File: src/rtl/cmt_pkg.sv
package cmt_pkg;

  typedef enum logic [1:0] {
    RG_RUN = 2'd0,
    RG_CTL = 2'd1,
    RG_CNT = 2'd2,
    RG_CMP = 2'd3
  } cmt_reg_e;

  // Tick ratio code to shift amount: divide = 2**shift.
  function automatic logic [3:0] cks_to_shift(input logic [2:0] code, input logic wide);
    logic [3:0] sh;
    if (wide && (code == 3'd7)) sh = 4'd0;
    else                        sh = 4'd3 + {1'b0, code[1:0], 1'b0};
    return sh;
  endfunction

endpackage

File: src/rtl/cmt_prescaler.sv
module cmt_prescaler #(
  parameter int PRE_W = 10
) (
  input  logic       clk,
  input  logic       rst_n,
  input  logic [3:0] shift,
  output logic       tick
);

  logic [PRE_W-1:0] pre_q;
  logic [PRE_W-1:0] pre_d;
  logic [PRE_W-1:0] mask;

  always_comb begin
    pre_d = pre_q + 1'b1;
    mask  = (PRE_W'(1) << shift) - PRE_W'(1);
  end

  assign tick = &(pre_q | ~mask);

  always_ff @(posedge clk or negedge rst_n) begin
    if (!rst_n) pre_q <= '0;
    else        pre_q <= pre_d;
  end

endmodule

File: src/rtl/cmt_count_core.sv
module cmt_count_core #(
  parameter int CNT_W = 16
) (
  input  logic             clk,
  input  logic             rst_n,
  input  logic             tick,
  input  logic             run,
  input  logic [CNT_W-1:0] cmp,
  input  logic             wr_cnt,
  input  logic [CNT_W-1:0] wr_val,
  output logic [CNT_W-1:0] cnt,
  output logic             match_ev
);

  logic [CNT_W-1:0] cnt_q, cnt_d;
  logic [CNT_W-1:0] pval_q, pval_d;
  logic             pend_q, pend_d;
  logic             pstep_q, pstep_d;
  logic             commit;
  logic             cnt_en, pend_en;

  always_comb begin
    commit   = pend_q && tick && pstep_q && !wr_cnt;
    match_ev = tick && run && !commit && (cnt_q == cmp);
    cnt_en   = commit || (tick && run);
    if (commit)        cnt_d = pval_q;
    else if (match_ev) cnt_d = '0;
    else               cnt_d = cnt_q + 1'b1;

    pend_en = wr_cnt || (pend_q && tick);
    pval_d  = pval_q;
    pend_d  = pend_q;
    pstep_d = pstep_q;
    if (wr_cnt) begin
      pval_d  = wr_val;
      pend_d  = 1'b1;
      pstep_d = 1'b0;
    end else if (pstep_q) begin
      pend_d  = 1'b0;
      pstep_d = 1'b0;
    end else begin
      pstep_d = 1'b1;
    end
  end

  always_ff @(posedge clk or negedge rst_n) begin
    if (!rst_n)      cnt_q <= '0;
    else if (cnt_en) cnt_q <= cnt_d;
  end

  always_ff @(posedge clk or negedge rst_n) begin
    if (!rst_n) begin
      pval_q  <= '0;
      pend_q  <= 1'b0;
      pstep_q <= 1'b0;
    end else if (pend_en) begin
      pval_q  <= pval_d;
      pend_q  <= pend_d;
      pstep_q <= pstep_d;
    end
  end

  assign cnt = cnt_q;


  cnt_wrap_chk: assert property (@(posedge clk) disable iff (!rst_n)
    match_ev |=> (cnt_q == '0));


  cnt_hold_chk: assert property (@(posedge clk) disable iff (!rst_n)
    (!run && !(pend_q && tick)) |=> $stable(cnt_q));


  commit_late_chk: assert property (@(posedge clk) disable iff (!rst_n)
    (wr_cnt && !(tick && run)) |=> $stable(cnt_q));

endmodule

File: src/rtl/cmt_regs.sv
module cmt_regs #(
  parameter int CNT_W   = 16,
  parameter int RUN_BIT = 0
) (
  input  logic             clk,
  input  logic             rst_n,
  input  logic             bus_we,
  input  logic [1:0]       bus_addr,
  input  logic [31:0]      bus_wdata,
  input  logic             match_ev,
  output logic [31:0]      run_reg,
  output logic [15:0]      ctl,
  output logic [CNT_W-1:0] cmp,
  output logic             run,
  output logic             ie,
  output logic [3:0]       shift,
  output logic             wr_cnt
);
  import cmt_pkg::*;

  localparam logic       WIDE      = (CNT_W == 32);
  localparam int         FLAG_BIT  = WIDE ? 15 : 7;
  localparam int         IE_BIT    = WIDE ? 5 : 6;
  localparam logic [15:0] KEEP_MASK = WIDE ? 16'h3FFF : 16'h007F;

  logic [31:0]      run_q;
  logic [15:0]      norm_q, norm_d;
  logic             flag_q, flag_d;
  logic [CNT_W-1:0] cmp_q;
  logic             wr_run, wr_ctl, wr_cmp;

  always_comb begin
    wr_run = bus_we && (bus_addr == RG_RUN);
    wr_ctl = bus_we && (bus_addr == RG_CTL);
    wr_cnt = bus_we && (bus_addr == RG_CNT);
    wr_cmp = bus_we && (bus_addr == RG_CMP);
    norm_d = bus_wdata[15:0] & KEEP_MASK;
    flag_d = match_ev || (flag_q && !(wr_ctl && !bus_wdata[FLAG_BIT]));
  end

  always_ff @(posedge clk or negedge rst_n) begin
    if (!rst_n)      run_q <= '0;
    else if (wr_run) run_q <= bus_wdata;
  end

  always_ff @(posedge clk or negedge rst_n) begin
    if (!rst_n)      norm_q <= '0;
    else if (wr_ctl) norm_q <= norm_d;
  end

  always_ff @(posedge clk or negedge rst_n) begin
    if (!rst_n) flag_q <= 1'b0;
    else        flag_q <= flag_d;
  end

  always_ff @(posedge clk or negedge rst_n) begin
    if (!rst_n)      cmp_q <= '1;
    else if (wr_cmp) cmp_q <= bus_wdata[CNT_W-1:0];
  end

  always_comb begin
    ctl           = norm_q;
    ctl[FLAG_BIT] = flag_q;
  end

  assign run_reg = run_q;
  assign run     = run_q[RUN_BIT];
  assign ie      = norm_q[IE_BIT];
  assign cmp     = cmp_q;
  assign shift   = cks_to_shift(norm_q[2:0], WIDE);


  flag_keep_chk: assert property (@(posedge clk) disable iff (!rst_n)
    match_ev |=> flag_q);


  flag_src_chk: assert property (@(posedge clk) disable iff (!rst_n)
    $rose(flag_q) |-> $past(match_ev));

endmodule

File: src/rtl/cmtimer_chan.sv
module cmtimer_chan #(
  parameter int CNT_W   = 16,
  parameter int RUN_BIT = 0,
  parameter int PRE_W   = 10
) (
  input  logic        clk,
  input  logic        rst_n,
  input  logic        bus_we,
  input  logic [1:0]  bus_addr,
  input  logic [31:0] bus_wdata,
  output logic [31:0] bus_rdata,
  output logic        irq
);
  import cmt_pkg::*;

  logic [31:0]      run_reg;
  logic [15:0]      ctl;
  logic [CNT_W-1:0] cmp, cnt;
  logic             run, ie, wr_cnt, tick, match_ev;
  logic [3:0]       shift;

  cmt_regs #(.CNT_W(CNT_W), .RUN_BIT(RUN_BIT)) u_regs (
    .clk(clk), .rst_n(rst_n), .bus_we(bus_we), .bus_addr(bus_addr),
    .bus_wdata(bus_wdata), .match_ev(match_ev), .run_reg(run_reg),
    .ctl(ctl), .cmp(cmp), .run(run), .ie(ie), .shift(shift), .wr_cnt(wr_cnt)
  );

  cmt_prescaler #(.PRE_W(PRE_W)) u_pre (
    .clk(clk), .rst_n(rst_n), .shift(shift), .tick(tick)
  );

  cmt_count_core #(.CNT_W(CNT_W)) u_core (
    .clk(clk), .rst_n(rst_n), .tick(tick), .run(run), .cmp(cmp),
    .wr_cnt(wr_cnt), .wr_val(bus_wdata[CNT_W-1:0]), .cnt(cnt),
    .match_ev(match_ev)
  );

  always_comb begin
    unique case (cmt_reg_e'(bus_addr))
      RG_RUN:  bus_rdata = run_reg;
      RG_CTL:  bus_rdata = 32'(ctl);
      RG_CNT:  bus_rdata = 32'(cnt);
      default: bus_rdata = 32'(cmp);
    endcase
  end

  assign irq = ie && ((CNT_W == 32) ? ctl[15] : ctl[7]);

endmodule

File: config.mk
export PLATFORM = sky130hd
export DESIGN_NAME = cmtimer_chan
export DESIGN_NICKNAME = d
export VERILOG_FILES = /design/src/rtl/cmt_pkg.sv /design/src/rtl/cmt_prescaler.sv /design/src/rtl/cmt_count_core.sv /design/src/rtl/cmt_regs.sv /design/src/rtl/cmtimer_chan.sv
export SDC_FILE = /design/constraint.sdc
export NUM_CORES = 1
export LEC_CHECK = 0
export ABC_AREA = 1
export BUFFER_PORTS_ARGS = -buffer_cell sky130_fd_sc_hd__buf_2
export CAP_MARGIN = 0
export CELL_PAD_IN_SITES_DETAIL_PLACEMENT = 0
export CELL_PAD_IN_SITES_GLOBAL_PLACEMENT = 1
export CORE_ASPECT_RATIO = 1.75
export CORE_MARGIN = 4
export CORE_UTILIZATION = 43
export CTS_CLUSTER_DIAMETER = 80
export DETAILED_ROUTE_END_ITERATION = 8
export PLACE_DENSITY_LB_ADDON = 0.05
export SLEW_MARGIN = 20
export SYNTH_ARGS = -nofsm -noshare
export SYNTH_HDL_FRONTEND = slang
export SYNTH_SLANG_ARGS = --single-unit
File: constraint.sdc
create_clock -name clk -period 1.8 [get_ports clk]
set_input_delay 0.09 -clock clk [delete_from_list [all_inputs] [get_ports clk]]
set_output_delay 0.09 -clock clk [all_outputs]
set_load 0.005 [all_outputs]
Word level (Yosys, flattened, before mapping)

Index checks and enable logic that the tools add are counted.
W data, S select, Z words.

Word-level logic and storage cells: 52
Input port bits: 37
Output and inout port bits: 33
Register bits after elaboration: 100

Shift operators: 1
Bitwise operators: 2
Add/sub/neg operators: 4
Reduce and logical (&&, ||, !) cells: 25
Multiplexer cells: 7
Equal/unequal tests: 4

Operators with widths:

| cell                    | number |
|---|---|
| $pmux W32 S3            | 1 |
| $mux W16                | 2 |
| $add A16 B1 Y16 const B | 1 |
| $eq A16 B16 Y1          | 1 |
| $logic_and A1 B1 Y1     | 13 |
| $add A10 B1 Y10 const B | 1 |
| $not A10 Y10            | 1 |
| $or A10 B10 Y10         | 1 |
| $reduce_and A10 Y1      | 1 |
| $shl A1 B4 Y10 const A  | 1 |
| $sub A10 B2 Y10 const B | 1 |
| $add A2 B3 Y4 const A   | 1 |
| $eq A2 B2 Y1 const B    | 2 |
| $logic_not A1 Y1        | 4 |
| $mux W1                 | 4 |
| $reduce_and A2 Y1       | 2 |
| $logic_or A1 B1 Y1      | 3 |
| $eq A2 B1 Y1 const B    | 1 |
| $logic_not A2 Y1        | 1 |
| $reduce_bool A2 Y1      | 1 |

Depth between registers and ports, before layout

Gate-level depths: netlist of run 1.

Depth after elaboration: 14
Gate-level depth with buffers: 13
Depth with buffers taken out: 13

Hierarchy

A second synthesis of run 1 with hierarchy kept.

Cell total of the unflattened synthesis: 782
Area total of the unflattened synthesis: 5866.9 um^2

By module, submodules not included:

| module         | area each (um^2) | instances | cells each | seq. area each (um^2) |
|---|---|---|---|---|
| cmt_regs       | 2288.4           | 1         | 238        | 1421.4 |
| cmt_count_core | 2267.2           | 1         | 324        | 850.8 |
| cmt_prescaler  | 669.4            | 1         | 90         | 250.2 |
| cmtimer_chan   | 641.9            | 1         | 130        | 0.0 |

Least setup slack after synthesis of run 1

No wires, ideal clock.

Path kind: register to register
Start point: register u_regs.norm_q[0]
End point: register u_core.cnt_q[10], in the netlist u_core.cnt[10]
Arrival time: 1.589 ns
Path buffers: 1
Data required time: 1.684 ns
Library setup time: 0.116 ns
Stages on the path, launching flop included: 12
Clock period less this slack: 1.706 ns
Slack: 0.094 ns
Path through: dfrtp_1 inv_2 nand2_1 ha_1 inv_1 nand2_1 nand3_2 nor2_4 nand4_4 buf_2 nand4_1 nand2_2

Longest elaborated chain between the ends: 14
Elaborated cells between the ends (all ways): 16
Classes of those cells: add/sub (2); shift (1); mux (2); bitwise (2); reduce/logical (9)

Ends and longest elaborated chain:

| element                           | line                 | source |
|---|---|---|
| start: declaration                | cmt_regs.sv:27       | `logic [15:0] norm_q, norm_d;` |
| start signal: assignment          | cmt_regs.sv:48       | `else if (wr_ctl) norm_q <= norm_d;` |
| $add A2 B3 Y4 (*)                 | cmt_pkg.sv:14        | `else sh = 4'd3 + {1'b0, code[1:0], 1'b0};` |
| $shl A1 B4 Y10 (*)                | cmt_prescaler.sv:16  | `mask = (PRE_W'(1) << shift) - PRE_W'(1);` |
| $sub A10 B2 Y10 (*)               | cmt_prescaler.sv:16  |  |
| $not A10 Y10 (*)                  | cmt_prescaler.sv:19  | `assign tick = &(pre_q \| ~mask);` |
| $or A10 B10 Y10 (*)               | cmt_prescaler.sv:19  |  |
| $reduce_and A10 Y1 (*)            | cmt_prescaler.sv:19  |  |
| $logic_and A1 B1 Y1 (3 in series) | cmt_count_core.sv:23 | `commit = pend_q && tick && pstep_q && !wr_cnt;` |
| $logic_not A1 Y1                  | cmt_count_core.sv:24 | `match_ev = tick && run && !commit && (cnt_q == cmp);` |
| $logic_and A1 B1 Y1 (2 in series) | cmt_count_core.sv:24 |  |
| $mux W16                          | cmt_count_core.sv:27 | `else if (match_ev) cnt_d = '0;` |
| $mux W16                          | cmt_count_core.sv:26 | `if (commit) cnt_d = pval_q;` |
| end signal: assignment            | cmt_count_core.sv:48 | `else if (cnt_en) cnt_q <= cnt_d;` |
| end: declaration                  | cmt_count_core.sv:15 | `logic [CNT_W-1:0] cnt_q, cnt_d;` |

Mark *: on every way between the ends. The rest lies on a longest branch, timed or not.
A chain may end at the register's enable or synchronous reset.

Final worst setup path of run 1

Start point: register u_regs.norm_q[0]
End point: register u_core.cnt_q[7], in the netlist u_core.cnt[7]

Same word-level chain as after synthesis.

==> out/qor.txt, run 1 <==
Max-cap violations - 0
Hold violation total from the final report - 0
Net count of the finished layout - 814
Global Route Usage Sum - 20.9%
TritonCTS sink count - 99
Violations in the final reports - setup timing
Setup WS post-layout - -0.163 ns
Required time at the endpoint of the critical path - 2.08 ns
Largest net degree at the start of global routing - 41
Maximum clock frequency - 509 MHz
Via count normalized by instance count - 5.09
Sum of overflow across all layers after global routing - 0
Sequential cell area fraction in the yosys report - 47.9%
Final std cells w/o fill - 916
Highest-count cells in the layout ignoring fill and taps - sky130_fd_sc_hd__nand2_1, sky130_fd_sc_hd__dfrtp_1, sky130_fd_sc_hd__inv_1
Synth Area per Inst - 7.82 um2
Die extent in x - 91.2 um
Insertion delay to the later sink of the worst-skew pair - 0.34 ns
Count of TritonRoute iterations in the first routing pass - 5
Nature of the critical path startpoint - flip-flop
Final period util - 109%
TritonCTS clock tree - done
Gate Count Post-Synth - 667
Boundary Pins - 70
Shortest clock period the worst path allows after layout - 1.96 ns
Number of antenna violations at the first check in global routing - 0
Number of cells after detailed placement - 879
First-pass GRT wire length - 23.5 mm
Most common library cell in the layout ignoring fill and taps - sky130_fd_sc_hd__nand2_1
Post-route DRC violation count - 0
Number of warnings printed during yosys synthesis - 0
Fill cells - 1,154
IO Port Bufs - 69
Pre-CTS setup slack - -0.0720 ns
CTS Root Buffer Type - sky130_fd_sc_hd__clkbuf_16
Slew at the pin closest to its max-slew limit - 0.552 ns
Antenna Violating Nets Remaining - 0
Number of H-tree levels - 3
Arr. time, crit path - 2.24 ns
Number of global-route vias before repair - 4,733
Area growth from synthesis to final layout - 23.9%
Standby leakage power - 3.35 nW
Clock slew at reported path FFs - 0.07 ns
Total detailed-routing wirelength - 14.3 mm
Sort of element at the end of the critical path - flip-flop
Flip-flop count of the largest register, all copies and words added - 32
Headroom to the max-slew limit - 63.2%
Per-cell routed wire length - 15.7 um
Post-synthesis sequential element count - 99
PD cells - 879 nW/um2
Overall die area - 14,000 um2
Number of distinct library cells after synthesis - 34
Placeable core region - 11,900 um2
Area of combinational cells with multiple inputs - 2250 um2
FF/Latch Area - 2500 um2
Number of slew-limit violations in the final report - 0
Total via count in the routed design - 4,658
Run status - complete, but fails checks
Antenna fix cells - 0
Layout cell share with drive strength beyond 1 - 23.0%
Synthesized net count - 707
Number of CTS-inserted buffers - 9
Clk buf depth - 2
Peak fanout along the critical path - 8
Setup Viol. Count Final - 17
Initial Utilization - 43.7%
Last weighted congestion value of the routability-driven placer - 0.838
HPWL Detailed - 10.5 mm
Worst VDD drop - 0.000538 V
Netlist Area Pre-Place - 5210 um2
Path type of the worst min-delay path - in2reg
Die Ht - 154 um
Unrepaired setup endpoints after global routing - true
Number of DRC markers after the initial detailed-route iteration - 252
Skew final - 0.00822 ns
Start-to-end type of the worst setup path - reg2reg
Standard-cell rows - 53
worst max-delay path, stage by stage (launching register included):
cell,delay [ns]
sky130_fd_sc_hd__dfrtp_1,0.41
sky130_fd_sc_hd__inv_2,0.07
sky130_fd_sc_hd__nand2_2,0.06
sky130_fd_sc_hd__ha_4,0.26
sky130_fd_sc_hd__inv_2,0.03
sky130_fd_sc_hd__nand2_2,0.07
sky130_fd_sc_hd__nand3_4,0.09
sky130_fd_sc_hd__buf_6,0.14
sky130_fd_sc_hd__nor3_4,0.20
sky130_fd_sc_hd__buf_12,0.15
sky130_fd_sc_hd__clkbuf_16,0.15
sky130_fd_sc_hd__nand4_1,0.10
sky130_fd_sc_hd__nand2_1,0.08
sky130_fd_sc_hd__inv_1,0.03
sky130_fd_sc_hd__nand2_1,0.05
layer usage:
layer  global-route usage (%)  part of all wire, %
met2                     35.2                   51
met4                     8.06                  2.7
met1                     27.0                   42
met5                        0                    0
met3                     3.08                  4.5
synth_stat cells:
library cell	n	area (um2)
sky130_fd_sc_hd__xor2_1	23	201
sky130_fd_sc_hd__nor2_4	1	11.3
sky130_fd_sc_hd__nor3_4	1	16.3
sky130_fd_sc_hd__nand3_1	26	130
sky130_fd_sc_hd__o2111ai_1	4	35.0
sky130_fd_sc_hd__clkinv_1	4	15.0
sky130_fd_sc_hd__o211ai_1	7	52.6
sky130_fd_sc_hd__clkinv_4	1	8.76
sky130_fd_sc_hd__nand4_4	1	21.3
sky130_fd_sc_hd__o21ai_0	64	320
sky130_fd_sc_hd__nand2_4	1	11.3
sky130_fd_sc_hd__and3_1	1	6.26
sky130_fd_sc_hd__nand3_2	1	10.0
sky130_fd_sc_hd__o22ai_1	1	6.26
sky130_fd_sc_hd__nor2_2	4	25.0
sky130_fd_sc_hd__a221oi_1	3	26.3
sky130_fd_sc_hd__nor3_1	4	20.0
sky130_fd_sc_hd__nor2_1	68	255
sky130_fd_sc_hd__xnor2_1	2	17.5
sky130_fd_sc_hd__buf_4	1	7.51
sky130_fd_sc_hd__buf_2	5	25.0
sky130_fd_sc_hd__dfrtp_1	83	2080
sky130_fd_sc_hd__clkbuf_4	1	7.51
sky130_fd_sc_hd__nand2_2	6	37.5
sky130_fd_sc_hd__ha_1	3	37.5
sky130_fd_sc_hd__clkbuf_1	17	63.8
sky130_fd_sc_hd__dfstp_2	16	420
sky130_fd_sc_hd__buf_6	6	67.6
sky130_fd_sc_hd__inv_1	77	289
sky130_fd_sc_hd__inv_2	7	26.3
sky130_fd_sc_hd__o21a_1	1	7.51
sky130_fd_sc_hd__nand4_1	32	200
sky130_fd_sc_hd__nand2_1	175	657
sky130_fd_sc_hd__a21oi_1	20	100
final timing paths:
kind | from | to | slack (ns) | cells past startpoint
setup / recovery | u_regs.norm_q[0]$_DFFE_PN0P_ | u_core.cnt[7]$_DFFE_PN0P_ | -0.16 | 14
hold / removal | bus_wdata[26] | u_regs.run_reg[26]$_DFFE_PN0P_ | 0.006 | 3
max in group asynchronous | rst_n | u_regs.cmp[9]$_DFFE_PN1P_ | 0.97 | 3
hold reg to reg | u_pre.pre_q[0]$_DFF_PN0_ | u_pre.pre_q[0]$_DFF_PN0_ | 0.48 | 1
min in group asynchronous | rst_n | u_regs.norm_q[0]$_DFFE_PN0P_ | 0.22 | 2
setup reg to reg | u_regs.norm_q[0]$_DFFE_PN0P_ | u_core.cnt[7]$_DFFE_PN0P_ | -0.16 | 14
cell type report:
type	instances	area share [%]
repair buffers	126	14.3
flip-flops and latches	99	38.7
clock inverters	6	0.639
multi-input cells	449	34.8
inverters	89	5.37
well taps	137	2.65
clock buffers	10	3.55
per-stage QoR:
stage | utilization, % | hold WS, ns | area, um2 | setup TNS (ns) | power [W]
after floorplan | - | -0.206 | 5210 | 0 | 0.00341
after global placement | 49.4 | 0.0354 | 5900 | -0.00746 | 0.00384
after detailed placement | 49.4 | 0.0430 | 5900 | -0.602 | 0.00386
after CTS | 53.0 | 0.00365 | 6320 | -0.494 | 0.00571
after global routing | 54.1 | 0.0180 | 6460 | -4.43 | 0.00602
final | 54.1 | 0.00574 | 6460 | -1.72 | 0.00568
cells by family after synthesis:
| logic type | count (synthesis) | synth area share, % |
|---|---|---|
| AO/OA/AOI/OAI | 100 | 10.5 |
| XOR/XNOR | 25 | 4.20 |
| adder cells (fa/ha/maj) | 3 | 0.720 |
| buffers and inverters | 119 | 9.79 |
| flip-flops | 99 | 47.9 |
| AND/OR/NAND/NOR | 321 | 26.9 |
timing repair:
item / CTS / global route
pin swaps: 0 / 20
cloned: 0 / 2
endpoints found under the setup margin: 17 / 18
hold buffers: 14 / 0
resized for setup: 2 / 15
endpoints found under the hold margin: 37 / 0
setup buffers: 1 / 4
power breakdown:
group          switching (W)  internal [W]
Sequential          0.000225       0.00257
Clock               0.000857      0.000938
Combinational       0.000626      0.000463
Total                0.00171       0.00397
Power figures use the tool's default switching activity.
==> run 2, diff against run 1 <==
--- a/config.mk
+++ b/config.mk
@@ -15,7 +15,7 @@
 export CORE_UTILIZATION = 43
 export CTS_CLUSTER_DIAMETER = 80
 export DETAILED_ROUTE_END_ITERATION = 8
-export PLACE_DENSITY_LB_ADDON = 0.05
+export PLACE_DENSITY_LB_ADDON = 0.1
 export SLEW_MARGIN = 20
 export SYNTH_ARGS = -nofsm -noshare
 export SYNTH_HDL_FRONTEND = slang
==> run 2 against run 1 <==
Net effect: the run still ends with setup timing left; largest power group unchanged; clock skew is 0.010 ns higher; critical endpoint is now u_core.cnt[13]$_DFFE_PN0P_; flip-flop and latch count stayed put; register-to-register slack better by 0.10 ns; utilization is 0.19 points lower; clock power is 4% higher.
==> out/qor.txt, run 2 (synthesis gave the netlist of run 1 again) <==
Number of DRC markers after the initial detailed-route iteration - 238 (was 252)
FF/Latch Area - 2500 um2 (about the same)
PD cells - 894 nW/um2 (was 879 nW/um2)
Number of H-tree levels - 3 (unchanged)
Setup total negative slack - -0.412 ns (was -1.72 ns)
Area of combinational cells with multiple inputs - 2250 um2 (about the same)
Maximum clock frequency - 537 MHz (was 509 MHz)
Skew final - 0.0183 ns (was 0.00822 ns)
Number of cells after detailed placement - 883 (was 879)
Last weighted congestion value of the routability-driven placer - 0.866 (was 0.838)
Total via count in the routed design - 4,658 (unchanged)
Worst Hold Slack - 0.00713 ns (was 0.00574 ns)
Run status - complete, but fails checks (unchanged)
Clk buf depth - 2 (unchanged)
Overall die area - 14,000 um2 (unchanged)
Die Ht - 154 um (unchanged)
Cell Int Power - 0.00399 W (was 0.00397 W)
Boundary Pins - 70 (unchanged)
Headroom to the max-slew limit - 61.2% (was 63.2%)
Fill cells - 1,164 (was 1,154)
Post-route DRC violation count - 0 (unchanged)
Unrepaired setup endpoints after global routing - true (unchanged)
CP peak stage delay - 0.41 ns (about the same)
CTS Root Buffer Type - sky130_fd_sc_hd__clkbuf_16 (unchanged)
Global Route Usage Sum - 21.6% (was 20.9%)
Most Frequent Cell on Critical Path - sky130_fd_sc_hd__nand2_1
Buffers plus inverters on the worst setup path - 5 (was 6)
Setup WS post-layout - -0.0629 ns (was -0.163 ns)
Count of TritonRoute iterations in the first routing pass - 5 (unchanged)
Placeable core region - 11,900 um2 (unchanged)
Cell chain of the critical path - inv_2, nand2_2, ha_1, inv_1, nand2_1, nand3_2, buf_4, nor3_4, buf_12, nand4_1, nand2_1, clkinv_1, nand2_1 (was inv_2, nand2_2, ha_4, inv_2, nand2_2, nand3_4, buf_6, nor3_4, buf_12, clkbuf_16, nand4_1, nand2_1, inv_1, nand2_1)
Layout cell share with drive strength beyond 1 - 22.2% (was 23.0%)
Number of slew-limit violations in the final report - 0 (unchanged)
Arr. time, crit path - 2.14 ns (was 2.24 ns)
Total detailed-routing wirelength - 14.2 mm (was 14.3 mm)
Comb power frac - 18.4% (was 19.2%)
Clock Power Share - 32.7% (was 31.6%)
Sort of element at the end of the critical path - flip-flop (unchanged)
TritonCTS sink count - 99 (unchanged)
IO Port Bufs - 69 (unchanged)
Nature of the critical path startpoint - flip-flop (unchanged)
Core utilization of the finished layout - 53.9% (was 54.1%)
TritonCTS clock tree - done (unchanged)
Final std cells w/o fill - 918 (was 916)
First-pass GRT wire length - 24.1 mm (was 23.5 mm)
Area growth from synthesis to final layout - 23.4% (was 23.9%)
Total power consumption of the routed design - 0.00575 W (was 0.00568 W)
Largest net degree at the start of global routing - 65 (was 41)
Worst VDD drop - 0.000431 V (was 0.000538 V)
Peak fanout along the critical path - 17 (was 8)
Max-cap violations - 0 (unchanged)
Antenna fix cells - 0 (unchanged)
Final period util - 103% (was 109%)
Kind of cell adding the most delay to the critical path - simple AND/OR/NAND/NOR gates (unchanged)
Slew at the pin closest to its max-slew limit - 0.583 ns (was 0.552 ns)
Clock slew at reported path FFs - 0.07 ns (about the same)
Most common library cell in the layout ignoring fill and taps - sky130_fd_sc_hd__nand2_1 (unchanged)
Standby leakage power - 3.35 nW (about the same)
Slowest cell on the critical path - sky130_fd_sc_hd__dfrtp_1 (unchanged)
HPWL Detailed - 10.5 mm (about the same)
Number of global-route vias before repair - 4,750 (was 4,733)
Number of antenna violations at the first check in global routing - 0 (unchanged)
Path type of the worst min-delay path - in2reg (unchanged)
Insertion delay to the later sink of the worst-skew pair - 0.36 ns (was 0.34 ns)
Hold violation total from the final report - 0 (unchanged)
Reported net switching power - 0.00177 W (was 0.00171 W)
Net count of the finished layout - 816 (was 814)
Standard-cell rows - 53 (unchanged)
Sw Share - 30.7% (was 30.1%)
Antenna Violating Nets Remaining - 0 (unchanged)
Highest-count cells in the layout ignoring fill and taps - sky130_fd_sc_hd__nand2_1, sky130_fd_sc_hd__dfrtp_1, sky130_fd_sc_hd__inv_1 (unchanged)
Per-cell routed wire length - 15.4 um (was 15.7 um)
Via count normalized by instance count - 5.07 (was 5.09)
Number of CTS-inserted buffers - 9 (unchanged)
Die extent in x - 91.2 um (unchanged)
Initial Utilization - 43.7% (unchanged)
Flip-flop count of the largest register, all copies and words added - 32 (unchanged)
Required time at the endpoint of the critical path - 2.08 ns (about the same)
Start-to-end type of the worst setup path - reg2reg (unchanged)
Setup Viol. Count Final - 14 (was 17)
Shortest clock period the worst path allows after layout - 1.86 ns (was 1.96 ns)
Part of the power in registers - 48.8% (was 49.2%)
Violations in the final reports - setup timing (unchanged)
Sum of overflow across all layers after global routing - 0 (unchanged)
## run 2: changes by cell type in the layout (fill, tap and decap cells not counted), moves of 3 or more
cell / previous run / this run
sky130_fd_sc_hd__nand3_2: 0 / 7
sky130_fd_sc_hd__inv_2: 12 / 7
sky130_fd_sc_hd__nand3_1: 26 / 20
sky130_fd_sc_hd__clkinv_1: 0 / 4
sky130_fd_sc_hd__dlygate4sd3_1: 14 / 19
sky130_fd_sc_hd__clkinvlp_4: 3 / 0
sky130_fd_sc_hd__nand2_2: 11 / 7
sky130_fd_sc_hd__nand2_1: 169 / 172
sky130_fd_sc_hd__clkinv_4: 0 / 4
## run 2: final timing paths
path | from | end | slack, ns | cells after the start
min | bus_wdata[24] | u_regs.run_reg[24]$_DFFE_PN0P_ | 0.007 | 3
min in group asynchronous | rst_n | u_pre.pre_q[8]$_DFF_PN0_ | 0.28 | 2
max in group asynchronous | rst_n | u_regs.cmp[7]$_DFFE_PN1P_ | 0.87 | 3
max reg2reg | u_regs.norm_q[0]$_DFFE_PN0P_ | u_core.cnt[13]$_DFFE_PN0P_ | -0.06 | 13
min reg2reg | u_pre.pre_q[8]$_DFF_PN0_ | u_pre.pre_q[8]$_DFF_PN0_ | 0.49 | 1
max | u_regs.norm_q[0]$_DFFE_PN0P_ | u_core.cnt[13]$_DFFE_PN0P_ | -0.06 | 13
## run 2: what timing repair did
item	CTS	global route
pin swaps	1	2
setup endpoints to repair	17	17
setup buffers	0	0
hold buffers	19	0
endpoints found under the hold margin	52	0
resized for setup	8	2
## run 2: power groups by stage
stage                     registers, W  logic, W  clock network, W
after floorplan                0.00276  0.000656                 0
after global placement         0.00284   0.00102                 0
after detailed placement       0.00285   0.00103                 0
after CTS                      0.00281   0.00107           0.00193
after global routing           0.00285   0.00122           0.00203
final                          0.00281   0.00106           0.00188
## run 2: per-layer routing
layer	up-vias	routed length, um	global-route usage [%]
li1	2345	-	-
met1	2215	5890	26.5
met2	85	7630	39.2
met3	13	484	3.38
met4	0	165	5.32
met5	-	0	0
## run 2: metrics by stage
step                      setup slack [ns]  area [um2]
after floorplan                     0.0944        5210
after global placement            -0.00122        5910
after detailed placement           -0.0825        5910
after CTS                          -0.0836        6420
after global routing                -0.207        6430
final                              -0.0629        6430
## run 2: final cells by class
type	instances	area share, %
sequential	99	38.8
multi-input combinational	449	35.0
timing repair buffer	128	13.8
inverter	89	5.27
clock buffer	9	3.50
tap	137	2.66
clock inverter	7	0.933
## run 2: tightest hold or removal path: stages
cell and delay, ns:
sky130_fd_sc_hd__buf_2 0.08, sky130_fd_sc_hd__nor2_1 0.03, sky130_fd_sc_hd__a21oi_1 0.11
==> run 3, diff against run 2 <==
--- a/config.mk
+++ b/config.mk
@@ -10,7 +10,7 @@
 export CAP_MARGIN = 0
 export CELL_PAD_IN_SITES_DETAIL_PLACEMENT = 0
 export CELL_PAD_IN_SITES_GLOBAL_PLACEMENT = 1
-export CORE_ASPECT_RATIO = 1.75
+export CORE_ASPECT_RATIO = 0.6
 export CORE_MARGIN = 4
 export CORE_UTILIZATION = 43
 export CTS_CLUSTER_DIAMETER = 80
==> run 3 against run 2 <==
Net effect: the run ends with hold timing, setup timing left; critical path depth up 1; worst setup slack worse by 0.077 ns; total power up 5.7%; via count up 2.6%; largest power group unchanged; count of clock-buffer cells in the layout up 1; largest cell class unchanged; final cell count up 2.3%; combinational power up 5%; wire length up 5.9%.
==> out/qor.txt, run 3 (synthesis gave the netlist of run 1 again) <==
Core utilization of the finished layout - 56.4% (was 53.9%)
Clock Power Share - 35.7% (was 32.7%)
Reported net switching power - 0.00178 W (was 0.00177 W)
Peak fanout along the critical path - 8 (was 17)
Global Route Usage Sum - 22.2% (was 21.6%)
Area growth from synthesis to final layout - 25.2% (was 23.4%)
Buffers plus inverters on the worst setup path - 6 (was 5)
Unrepaired setup endpoints after global routing - true (unchanged)
Worst VDD drop - 0.000525 V (was 0.000431 V)
Count of TritonRoute iterations in the first routing pass - 5 (unchanged)
Number of cells after detailed placement - 904 (was 883)
Worst Hold Slack - -0.00537 ns (was 0.00713 ns)
Slew at the pin closest to its max-slew limit - 0.609 ns (was 0.583 ns)
Total via count in the routed design - 4,778 (was 4,658)
Hold violation total from the final report - 2 (was 0)
Skew final - 0.00621 ns (was 0.0183 ns)
Pre-CTS setup slack - -0.0580 ns (was -0.0825 ns)
Initial Utilization - 45.1% (was 43.7%)
CP peak stage delay - 0.42 ns (was 0.41 ns)
Slowest cell on the critical path - sky130_fd_sc_hd__dfrtp_1 (unchanged)
HPWL Detailed - 10.8 mm (was 10.5 mm)
Clock slew at reported path FFs - 0.07 ns (about the same)
Part of the power in registers - 46.1% (was 48.8%)
Violations in the final reports - hold timing, setup timing (was setup timing)
Highest-count cells in the layout ignoring fill and taps - sky130_fd_sc_hd__nand2_1, sky130_fd_sc_hd__dfrtp_1, sky130_fd_sc_hd__inv_1 (unchanged)
Start-to-end type of the worst setup path - reg2reg (unchanged)
Number of DRC markers after the initial detailed-route iteration - 476 (was 238)
Kind of cell adding the most delay to the critical path - buffers and inverters (was simple AND/OR/NAND/NOR gates)
TritonCTS clock tree - done (unchanged)
Last weighted congestion value of the routability-driven placer - 0.894 (was 0.866)
Shortest clock period the worst path allows after layout - 1.94 ns (was 1.86 ns)
Comb power frac - 18.2% (was 18.4%)
Maximum clock frequency - 516 MHz (was 537 MHz)
Die extent in x - 150 um (was 91.2 um)
Post-route DRC violation count - 0 (unchanged)
Headroom to the max-slew limit - 59.4% (was 61.2%)
Net count of the finished layout - 814 (was 816)
CTS Root Buffer Type - sky130_fd_sc_hd__clkbuf_16 (unchanged)
Final std cells w/o fill - 939 (was 918)
Antenna fix cells - 0 (unchanged)
Via count normalized by instance count - 5.09 (was 5.07)
Number of global-route vias before repair - 4,743 (was 4,750)
Path type of the worst min-delay path - in2reg (unchanged)
Die Ht - 93.3 um (was 154 um)
Standby leakage power - 3.37 nW (was 3.35 nW)
Nature of the critical path startpoint - flip-flop (unchanged)
Per-cell routed wire length - 16.0 um (was 15.4 um)
Total detailed-routing wirelength - 15.0 mm (was 14.2 mm)
Run status - complete, but fails checks (unchanged)
Sw Share - 29.3% (was 30.7%)
Final period util - 108% (was 103%)
Flip-flop count of the largest register, all copies and words added - 32 (unchanged)
IO Port Bufs - 69 (unchanged)
Standard-cell rows - 30 (was 53)
Required time at the endpoint of the critical path - 2.09 ns (was 2.08 ns)
Placeable core region - 11,600 um2 (was 11,900 um2)
Overall die area - 14,000 um2 (about the same)
TritonCTS sink count - 99 (unchanged)
Number of CTS-inserted buffers - 9 (unchanged)
Most common library cell in the layout ignoring fill and taps - sky130_fd_sc_hd__nand2_1 (unchanged)
Sum of overflow across all layers after global routing - 0 (unchanged)
PD cells - 932 nW/um2 (was 894 nW/um2)
Boundary Pins - 70 (unchanged)
Setup WS post-layout - -0.140 ns (was -0.0629 ns)
Fill cells - 1,123 (was 1,164)
Layout cell share with drive strength beyond 1 - 23.5% (was 22.2%)
Number of antenna violations at the first check in global routing - 0 (unchanged)
Number of slew-limit violations in the final report - 0 (unchanged)
Clk buf depth - 2 (unchanged)
Arr. time, crit path - 2.23 ns (was 2.14 ns)
Setup Viol. Count Final - 16 (was 14)
First-pass GRT wire length - 24.5 mm (was 24.1 mm)
Antenna Violating Nets Remaining - 0 (unchanged)
Cell Int Power - 0.00430 W (was 0.00399 W)
Largest net degree at the start of global routing - 65 (unchanged)
Insertion delay to the later sink of the worst-skew pair - 0.35 ns (was 0.36 ns)
Cell chain of the critical path - inv_2, nand2_4, ha_4, inv_2, nand2_2, nand3_4, buf_6, nor3_4, buf_12, clkbuf_16, nand4_1, nand2_1, inv_1, nand2_1 (was inv_2, nand2_2, ha_1, inv_1, nand2_1, nand3_2, buf_4, nor3_4, buf_12, nand4_1, nand2_1, clkinv_1, nand2_1)
Number of H-tree levels - 3 (unchanged)
Sort of element at the end of the critical path - flip-flop (unchanged)
Max-cap violations - 0 (unchanged)
## run 3: power by group through the flow
| stage | clock network (W) | logic [W] | registers [W] |
|---|---|---|---|
| floorplan | 0 | 0.000656 | 0.00276 |
| global placement | 0 | 0.00102 | 0.00283 |
| detailed placement | 0 | 0.00104 | 0.00284 |
| CTS | 0.00220 | 0.00107 | 0.00280 |
| global route | 0.00228 | 0.00126 | 0.00284 |
| finish | 0.00217 | 0.00111 | 0.00280 |
## run 3: per-layer routing
layer  global-route usage, %  share of wire (%)  routed length [um]  vias to the layer above
li1                        -                  -                   -                     2342
met1                    31.5                 50                7480                     2308
met2                    35.1                 45                6720                      111
met3                    4.12                4.3                 642                       17
met4                    5.86                1.1                 167                        0
met5                       0                  0                   0                        -
## run 3: path summary, 6_finish.rpt
kind	start	end	slack, ns	cells past startpoint
max	u_regs.norm_q[0]$_DFFE_PN0P_	u_core.cnt[5]$_DFFE_PN0P_	-0.14	14
min	bus_wdata[22]	u_regs.run_reg[22]$_DFFE_PN0P_	-0.005	3
max reg2reg	u_regs.norm_q[0]$_DFFE_PN0P_	u_core.cnt[5]$_DFFE_PN0P_	-0.14	14
min reg2reg	u_pre.pre_q[8]$_DFF_PN0_	u_pre.pre_q[8]$_DFF_PN0_	0.49	1
max in group asynchronous	rst_n	u_regs.cmp[12]$_DFFE_PN1P_	0.86	3
min in group asynchronous	rst_n	u_regs.run_reg[28]$_DFFE_PN0P_	0.24	2
## run 3: stage by stage
step	hold slack [ns]	TNS [ns]	total power (W)	instance area, um2
final	-0.00537	-1.79	0.00608	6530
after global routing	0.0132	-3.42	0.00638	6530
after CTS	0.000273	-0.747	0.00607	6390
after detailed placement	0.0821	-0.465	0.00388	5930
after global placement	0.0911	-0.00266	0.00385	5930
after floorplan	-0.206	0	0.00341	5210
## run 3: area by class of cell
| cell class | instances | area [um2] | area share (%) |
|---|---|---|---|
| clock buffer | 10 | 239 | 3.66 |
| clock inverter | 6 | 93.8 | 1.44 |
| inverter | 89 | 342 | 5.23 |
| multi-input combinational | 449 | 2250 | 34.5 |
| sequential | 99 | 2500 | 38.3 |
| tap | 160 | 200 | 3.07 |
| timing repair buffer | 126 | 905 | 13.9 |
## run 3: repair_timing
action,4_1_cts,5_1_grt
setup buffers,2,4
hold buffers,11,0
pin swaps,1,9
setup endpoints to repair,17,18
hold endpoints to repair,38,0
resized for setup,2,14
gates cloned,0,2
## run 3: worst reg2reg max path, delay by kind of cell, from the launching register on
kind	cells	cell delay, ns
adder cells (fa/ha/maj)	1	0.26
AND/OR/NAND/NOR	7	0.60
buffers and inverters	6	0.61
flip-flops	1	0.42
